<file path="config.mk">
export PLATFORM = sky130hd
export DESIGN_NAME = tmr_interval
export DESIGN_NICKNAME = d
export VERILOG_FILES = /design/src/rtl/tmr_pkg.sv /design/src/rtl/tmr_regs.sv /design/src/rtl/tmr_prescaler.sv /design/src/rtl/tmr_counter.sv /design/src/rtl/tmr_interval.sv
export SDC_FILE = /design/constraint.sdc
export NUM_CORES = 1
export LEC_CHECK = 0
export BUFFER_PORTS_ARGS = -buffer_cell sky130_fd_sc_hd__buf_2
export CAP_MARGIN = 20
export CORE_MARGIN = 1
export CORE_UTILIZATION = 50
export CTS_CLUSTER_DIAMETER = 50
export DETAILED_ROUTE_END_ITERATION = 10
export GPL_ROUTABILITY_DRIVEN = 0
export PLACE_DENSITY = 0.68
export SYNTH_ARGS = -nofsm -noshare
export SYNTH_HDL_FRONTEND = slang
export SYNTH_HIERARCHICAL = 1
export SYNTH_SLANG_ARGS = --single-unit
</file>
<file path="constraint.sdc">
create_clock -name clk -period 7 [get_ports clk]
set_input_delay 0.7 -clock clk [delete_from_list [all_inputs] [get_ports clk]]
set_output_delay 0.7 -clock clk [all_outputs]
set_load 0.05 [all_outputs]
</file>
<file path="src/rtl/tmr_pkg.sv">
package tmr_pkg;

    localparam int DATA_W  = 16;
    localparam int ADDR_W  = 3;
    localparam int PEXP_W  = 4;

    localparam logic [ADDR_W-1:0] OFS_CTRL = 3'd0;
    localparam logic [ADDR_W-1:0] OFS_LIM1 = 3'd4;
    localparam logic [ADDR_W-1:0] OFS_LIM2 = 3'd6;

    typedef enum logic [1:0] {
        LSEL_NONE = 2'b00,
        LSEL_ONE  = 2'b01,
        LSEL_TWO  = 2'b10,
        LSEL_BAD  = 2'b11
    } lim_sel_e;

    // Control word layout; the field positions are the software contract.
    typedef struct packed {
        logic [1:0]        src;      // 15:14, 00 = system clock
        logic [PEXP_W-1:0] pexp;     // 13:10
        logic [1:0]        rsv_a;    // 9:8
        logic              rpt;      // 7
        logic              rsv_b;    // 6
        lim_sel_e          lsel;     // 5:4
        logic              rsv_c;    // 3
        logic              ien;      // 2
        logic              halt;     // 1
        logic              rsv_d;    // 0
    } ctrl_t;

    // Settings captured when a period is started.
    typedef struct packed {
        logic              run;
        logic              rpt;
        logic              ien;
        logic [PEXP_W-1:0] pexp;
        logic [DATA_W-1:0] limit;
    } cfg_t;

    function automatic logic [PEXP_W-1:0] clamp_exp(input logic [PEXP_W-1:0] p,
                                                    input int ceiling);
        return (int'(p) > ceiling) ? PEXP_W'(ceiling) : p;
    endfunction

    function automatic cfg_t decode_cfg(input ctrl_t c,
                                        input logic [DATA_W-1:0] lim1,
                                        input logic [DATA_W-1:0] lim2,
                                        input int ceiling);
        cfg_t r;
        r.rpt  = c.rpt;
        r.ien  = c.ien;
        r.pexp = clamp_exp(c.pexp, ceiling);
        case (c.lsel)
            LSEL_ONE: r.limit = lim1;
            LSEL_TWO: r.limit = lim2;
            default:  r.limit = '0;
        endcase
        r.run = (c.src == 2'b00) && !c.halt && (r.limit != '0);
        return r;
    endfunction

endpackage

</file>
<file path="src/rtl/tmr_regs.sv">
module tmr_regs
    import tmr_pkg::*;
(
    input  logic              clk,
    input  logic              rst,
    input  logic              wr_en,
    input  logic [ADDR_W-1:0] wr_addr,
    input  logic [DATA_W-1:0] wr_data,
    input  logic [ADDR_W-1:0] rd_addr,
    output logic [DATA_W-1:0] rd_data,
    output ctrl_t             ctrl_q,
    output logic [DATA_W-1:0] lim1_q,
    output logic [DATA_W-1:0] lim2_q,
    output logic              ctrl_wr
);

    logic hit_lim1, hit_lim2, mapped;

    always_comb begin
        ctrl_wr  = wr_en && (wr_addr == OFS_CTRL);
        hit_lim1 = wr_en && (wr_addr == OFS_LIM1);
        hit_lim2 = wr_en && (wr_addr == OFS_LIM2);
        mapped   = (wr_addr == OFS_CTRL) || (wr_addr == OFS_LIM1) ||
                   (wr_addr == OFS_LIM2);
    end

    always_ff @(posedge clk) begin
        if (rst) begin
            ctrl_q <= '0;
            lim1_q <= '0;
            lim2_q <= '0;
        end else begin
            if (ctrl_wr)  ctrl_q <= ctrl_t'(wr_data);
            if (hit_lim1) lim1_q <= wr_data;
            if (hit_lim2) lim2_q <= wr_data;
        end
    end

    always_comb begin
        case (rd_addr)
            OFS_CTRL: rd_data = DATA_W'(ctrl_q);
            OFS_LIM1: rd_data = lim1_q;
            OFS_LIM2: rd_data = lim2_q;
            default:  rd_data = '0;
        endcase
    end

    // a write outside the map leaves every register untouched
    a_r2_unmapped_ignored: assert property (@(posedge clk) disable iff (rst)
        (wr_en && !mapped) |=> ($stable(ctrl_q) && $stable(lim1_q) && $stable(lim2_q)));

endmodule

</file>
<file path="src/rtl/tmr_prescaler.sv">
module tmr_prescaler
    import tmr_pkg::*;
#(
    parameter int P_LIMIT = 8
) (
    input  logic              clk,
    input  logic              rst,
    input  logic              restart,
    input  logic              run,
    input  logic [PEXP_W-1:0] pexp,
    output logic              tick
);

    localparam int PRE_W = (P_LIMIT < 1) ? 1 : P_LIMIT;

    logic [PRE_W-1:0] pre_q;
    logic [PRE_W-1:0] wrap;

    always_comb begin
        wrap = ~({PRE_W{1'b1}} << pexp);
        tick = run && (pre_q == wrap);
    end

    always_ff @(posedge clk) begin
        if (rst || restart) pre_q <= '0;
        else if (run)       pre_q <= tick ? '0 : pre_q + PRE_W'(1);
    end

    // the exponent handed in is never above the ceiling
    a_r4_exp_clamped: assert property (@(posedge clk) disable iff (rst)
        int'(pexp) <= P_LIMIT);

    // the prescale count never passes its wrap point
    a_r3_pre_in_range: assert property (@(posedge clk) disable iff (rst)
        (run && !restart) |-> (pre_q <= wrap));

endmodule

</file>
<file path="src/rtl/tmr_counter.sv">
module tmr_counter
    import tmr_pkg::*;
#(
    parameter int CNT_W = 16
) (
    input  logic             clk,
    input  logic             rst,
    input  logic             restart,
    input  logic             start_run,
    input  logic             rpt,
    input  logic [CNT_W-1:0] limit,
    input  logic             tick,
    output logic             run,
    output logic             expire
);

    logic [CNT_W-1:0] cnt_q;

    always_comb expire = run && tick && (cnt_q == limit - CNT_W'(1));

    always_ff @(posedge clk) begin
        if (rst) begin
            run   <= 1'b0;
            cnt_q <= '0;
        end else if (restart) begin
            run   <= start_run;
            cnt_q <= '0;
        end else if (expire) begin
            run   <= rpt;
            cnt_q <= '0;
        end else if (run && tick) begin
            cnt_q <= cnt_q + CNT_W'(1);
        end
    end

    // a one-shot expiry leaves the timer idle
    a_r5_oneshot_halts: assert property (@(posedge clk) disable iff (rst)
        (expire && !rpt && !restart) |=> !run);

    // a repeat expiry keeps the timer running
    a_r5_repeat_continues: assert property (@(posedge clk) disable iff (rst)
        (expire && rpt && !restart) |=> run);

endmodule

</file>
<file path="src/rtl/tmr_interval.sv">
module tmr_interval
    import tmr_pkg::*;
#(
    parameter int P_LIMIT = 8,
    parameter int CNT_W   = DATA_W
) (
    input  logic              clk,
    input  logic              rst,
    input  logic              wr_en,
    input  logic [ADDR_W-1:0] wr_addr,
    input  logic [DATA_W-1:0] wr_data,
    input  logic [ADDR_W-1:0] rd_addr,
    output logic [DATA_W-1:0] rd_data,
    output logic              irq
);

    ctrl_t             ctrl_q;
    logic [DATA_W-1:0] lim1_q, lim2_q;
    logic              ctrl_wr;
    cfg_t              cfg_next, cfg_q;
    logic              tick, run, expire;

    tmr_regs u_regs (
        .clk     (clk),
        .rst     (rst),
        .wr_en   (wr_en),
        .wr_addr (wr_addr),
        .wr_data (wr_data),
        .rd_addr (rd_addr),
        .rd_data (rd_data),
        .ctrl_q  (ctrl_q),
        .lim1_q  (lim1_q),
        .lim2_q  (lim2_q),
        .ctrl_wr (ctrl_wr)
    );

    always_comb cfg_next = decode_cfg(ctrl_t'(wr_data), lim1_q, lim2_q, P_LIMIT);

    always_ff @(posedge clk) begin
        if (rst)          cfg_q <= '0;
        else if (ctrl_wr) cfg_q <= cfg_next;
    end

    tmr_prescaler #(.P_LIMIT(P_LIMIT)) u_pre (
        .clk     (clk),
        .rst     (rst),
        .restart (ctrl_wr),
        .run     (run),
        .pexp    (cfg_q.pexp),
        .tick    (tick)
    );

    tmr_counter #(.CNT_W(CNT_W)) u_cnt (
        .clk       (clk),
        .rst       (rst),
        .restart   (ctrl_wr),
        .start_run (cfg_next.run),
        .rpt       (cfg_q.rpt),
        .limit     (CNT_W'(cfg_q.limit)),
        .tick      (tick),
        .run       (run),
        .expire    (expire)
    );

    always_ff @(posedge clk) begin
        if (rst) irq <= 1'b0;
        else     irq <= expire && cfg_q.ien && !ctrl_wr;
    end

    // a pulse only appears while the stored control word enables it
    a_r6_irq_needs_enable: assert property (@(posedge clk) disable iff (rst)
        irq |-> ctrl_q.ien);

    // a control write cancels any pulse on the following cycle
    a_r8_write_restarts: assert property (@(posedge clk) disable iff (rst)
        ctrl_wr |=> !irq);

    // a pulse needs the timer to have been running
    a_r7_irq_from_running: assert property (@(posedge clk) disable iff (rst)
        irq |-> $past(run));

endmodule

</file>
==> results_dict.tcl <==
set metrics [dict create \
    critical_path_class "reg -> reg" \
    drive_gt1_frac 0.134 \
    p_leak_uw 0.00223 \
    cp_num_buf_inv 0 \
    routedWlPerCell_um 16.6 \
    clockPowerShare 0.398 \
    die_w_um 106 \
    antennaDiodeCount 0 \
    grt_usage 0.234 \
    end_kind "flip-flop" \
    worstSetupStartpointType "flip-flop" \
    fin_crit_sh 0.497 \
    instances_no_fill 754 \
    ys_warn_count 6 \
    viasPerCell 5.69 \
    overflow 0 \
    tightest_slew_ns 1.09 \
    path_max_fanout 16 \
    max-slew-margin-rel 0.274 \
    core.rowCount 37 \
    grt_max_degree 92 \
    grt_pass1_vias 4154 \
    path_delay_family "compound AO/OA/AOI/OAI gates" \
    drtPass1Iterations 5 \
    clockRootBuffer "clkbuf_8" \
    p_per_area_nw_per_um2 183 \
    min_period_ns 3.48 \
    vias 4287 \
    async_reset_ff_frac 0 \
    cts_tree "yes" \
    ys_seq_area_frac 0.353 \
    post_cts_buffers 0 \
    worstPathRequired_ns 7.24 \
    layout_commonest_cell "dfxtp_1" \
    crit_chain "nand4b_1, a32o_1, nor4_4, and2_1, o211ai_1, a211oi_1, o2111ai_2, o41ai_4, nor2_1" \
    cts_hold_buffers 0 \
    maxSlewViolCount 0 \
    rsz0062_at_grt "no" \
    cts.reportedPaths.clkPinSlew_ns 0.10 \
    syn_inst 605 \
    synth_edf_count 0 \
    synth.distinct_cells 68 \
    setup_tns_ns 0 \
    synth_area_um2 5450 \
    power.internal_uw 803 \
    cts_buffers 9 \
    coreArea_um2 10500 \
    layout_setup_ws_ns 3.52 \
    final_cell_mix "96 x dfxtp_1, 71 x mux2i_1, 66 x nand2b_1" \
    synthFlopType "dfxtp_1" \
    critPathArrivalTime_ns 3.72 \
    numClockSinks 96 \
    placed_area_um2 5570 \
    antenna_found_initial 0 \
    fmax_ghz 0.287 \
    cts_resized 0 \
    num-nets-final 644 \
    ys_ff_latch 96 \
    p_switching_uw 260 \
    synth_nets 635 \
    drtAntennaViolNets 0 \
    cp_slowest_stage_delay_ns 0.71 \
    die-area_um2 11300 \
    ir_worst_vdd_mv 0.142 \
    outcome "finished, final reports clean" \
    switching_share 0.245 \
    slowest_stage "o41ai_4" \
    drc 0 \
    setup_viol 0 \
    grt_pass1_wl_um 20800 \
    clockBufferDepth 2 \
    maxCapViolations 0 \
    routed_wl_um 12600 \
    io_buffers 41 \
    die_y_um 106 \
    areaGrowthSynthToFinish_pct 6.50 \
    clkLatencyLatePin_ns 0.39 \
    dp_cells 739 \
    dpl_worst_slack_ns 3.54 \
    hpwl_um 8650 \
    final_hold_viol_count 0 \
    synth_area_per_cell_um2 9.00 \
    drt_first_iter_violations 234 \
    hold_path_class "reg -> reg" \
    io_pins 42 \
    seq_power_share 0.525 \
    fin_skew_ns 0.0118 \
    initial_core_util 0.521 \
    finalInstanceArea_um2 5800 \
    p_comb_frac 0.078 \
    htreeDepth 3 \
]
-- synthesized netlist by cell type, drive strengths merged (4+ instances only) --
master	instances	area, µm²
nand3b	4	30.0
inv	27	101
a31oi	5	31.3
clkbuf	20	76.3
nor2	55	206
a22oi	19	168
nand4	12	75.1
a21oi	25	129
xnor2	22	200
nor4	7	65.1
buf	24	180
ha	5	62.6
or2	4	25.0
o32ai	17	149
nand3	6	30.0
o21ai	6	30.0
nand2	20	75.1
dfxtp	96	1920
nand4b	4	35.0
mux2i	71	711
xor2	19	166
nor3	29	150
nand2b	66	413
-- flip-flops by register name, indices dropped and copies added (netlist names) --
| register | flops |
|---|---|
| u_cnt/run | 1 |
| u_regs/lim1_q | 16 |
| u_pre/pre_q | 8 |
| u_regs/lim2_q | 16 |
| u_regs/ctrl_q | 16 |
| irq | 1 |
| cfg_q | 22 |
| u_cnt/cnt_q | 16 |
-- metal layers --
metal,vias up,part of all wire,GRT usage
li1,2147,-,-
met1,2042,0.46,0.291
met2,80,0.48,0.395
met3,18,0.035,0.0484
met4,0,0.021,0.0883
met5,-,0,0
-- final timing paths --
check | start | end | slack, ns | cells past startpoint
worst max-delay path | cfg_q[17]$_SDFFE_PP0P_ | u_cnt/cnt_q[12]$_SDFFE_PP0P_ | 3.52 | 9
worst min-delay path | u_regs/ctrl_q[8]$_SDFFE_PP0P_ | u_regs/ctrl_q[8]$_SDFFE_PP0P_ | 0.48 | 2
worst max register to register | cfg_q[17]$_SDFFE_PP0P_ | u_cnt/cnt_q[12]$_SDFFE_PP0P_ | 3.52 | 9
worst min register to register | u_regs/ctrl_q[8]$_SDFFE_PP0P_ | u_regs/ctrl_q[8]$_SDFFE_PP0P_ | 0.48 | 2
-- worst register-to-register path, stage by stage (launching register included) --
cell       delay [ns]
dfxtp_1          0.53
nand4b_1         0.16
a32o_1           0.30
nor4_4           0.49
and2_1           0.34
o211ai_1         0.12
a211oi_1         0.31
o2111ai_2        0.24
o41ai_4          0.71
nor2_1           0.12
-- power by group through the flow --
stage / Combinational (µW) / Clock, µW / Sequential [µW]
finish: 82.7 / 423 / 558
global route: 89.1 / 450 / 559
CTS: 82.9 / 430 / 558
detailed placement: 82.7 / 0 / 571
global placement: 81.0 / 0 / 570
floorplan: 65.0 / 0 / 569
-- area by class of cell --
cell class / instances / area [µm²]
fill: 994 / 4660
multi-input combinational: 438 / 3170
sequential: 96 / 1920
timing repair buffer: 42 / 213
tap: 136 / 170
clock buffer: 11 / 151
inverter: 27 / 101
clock inverter: 4 / 76.3
-- per-stage QoR --
stage                util  hold WS, ns  total power (µW)
floorplan               -        0.444               634
global placement    0.533        0.461               651
detailed placement  0.533        0.467               653
CTS                 0.555        0.486              1070
global route        0.555        0.510              1100
finish              0.555        0.482              1060
-- kinds of logic after synthesis --
family,count (synthesis),synth area share
AO/OA/AOI/OAI,92,0.133
AND/OR/NAND/NOR,229,0.239
adder cells (fa/ha/maj),5,0.0115
XOR/XNOR,41,0.0673
multiplexers,71,0.130
flip-flops,96,0.353
buffers and inverters,71,0.0657
(Power assumes the default switching activity.)
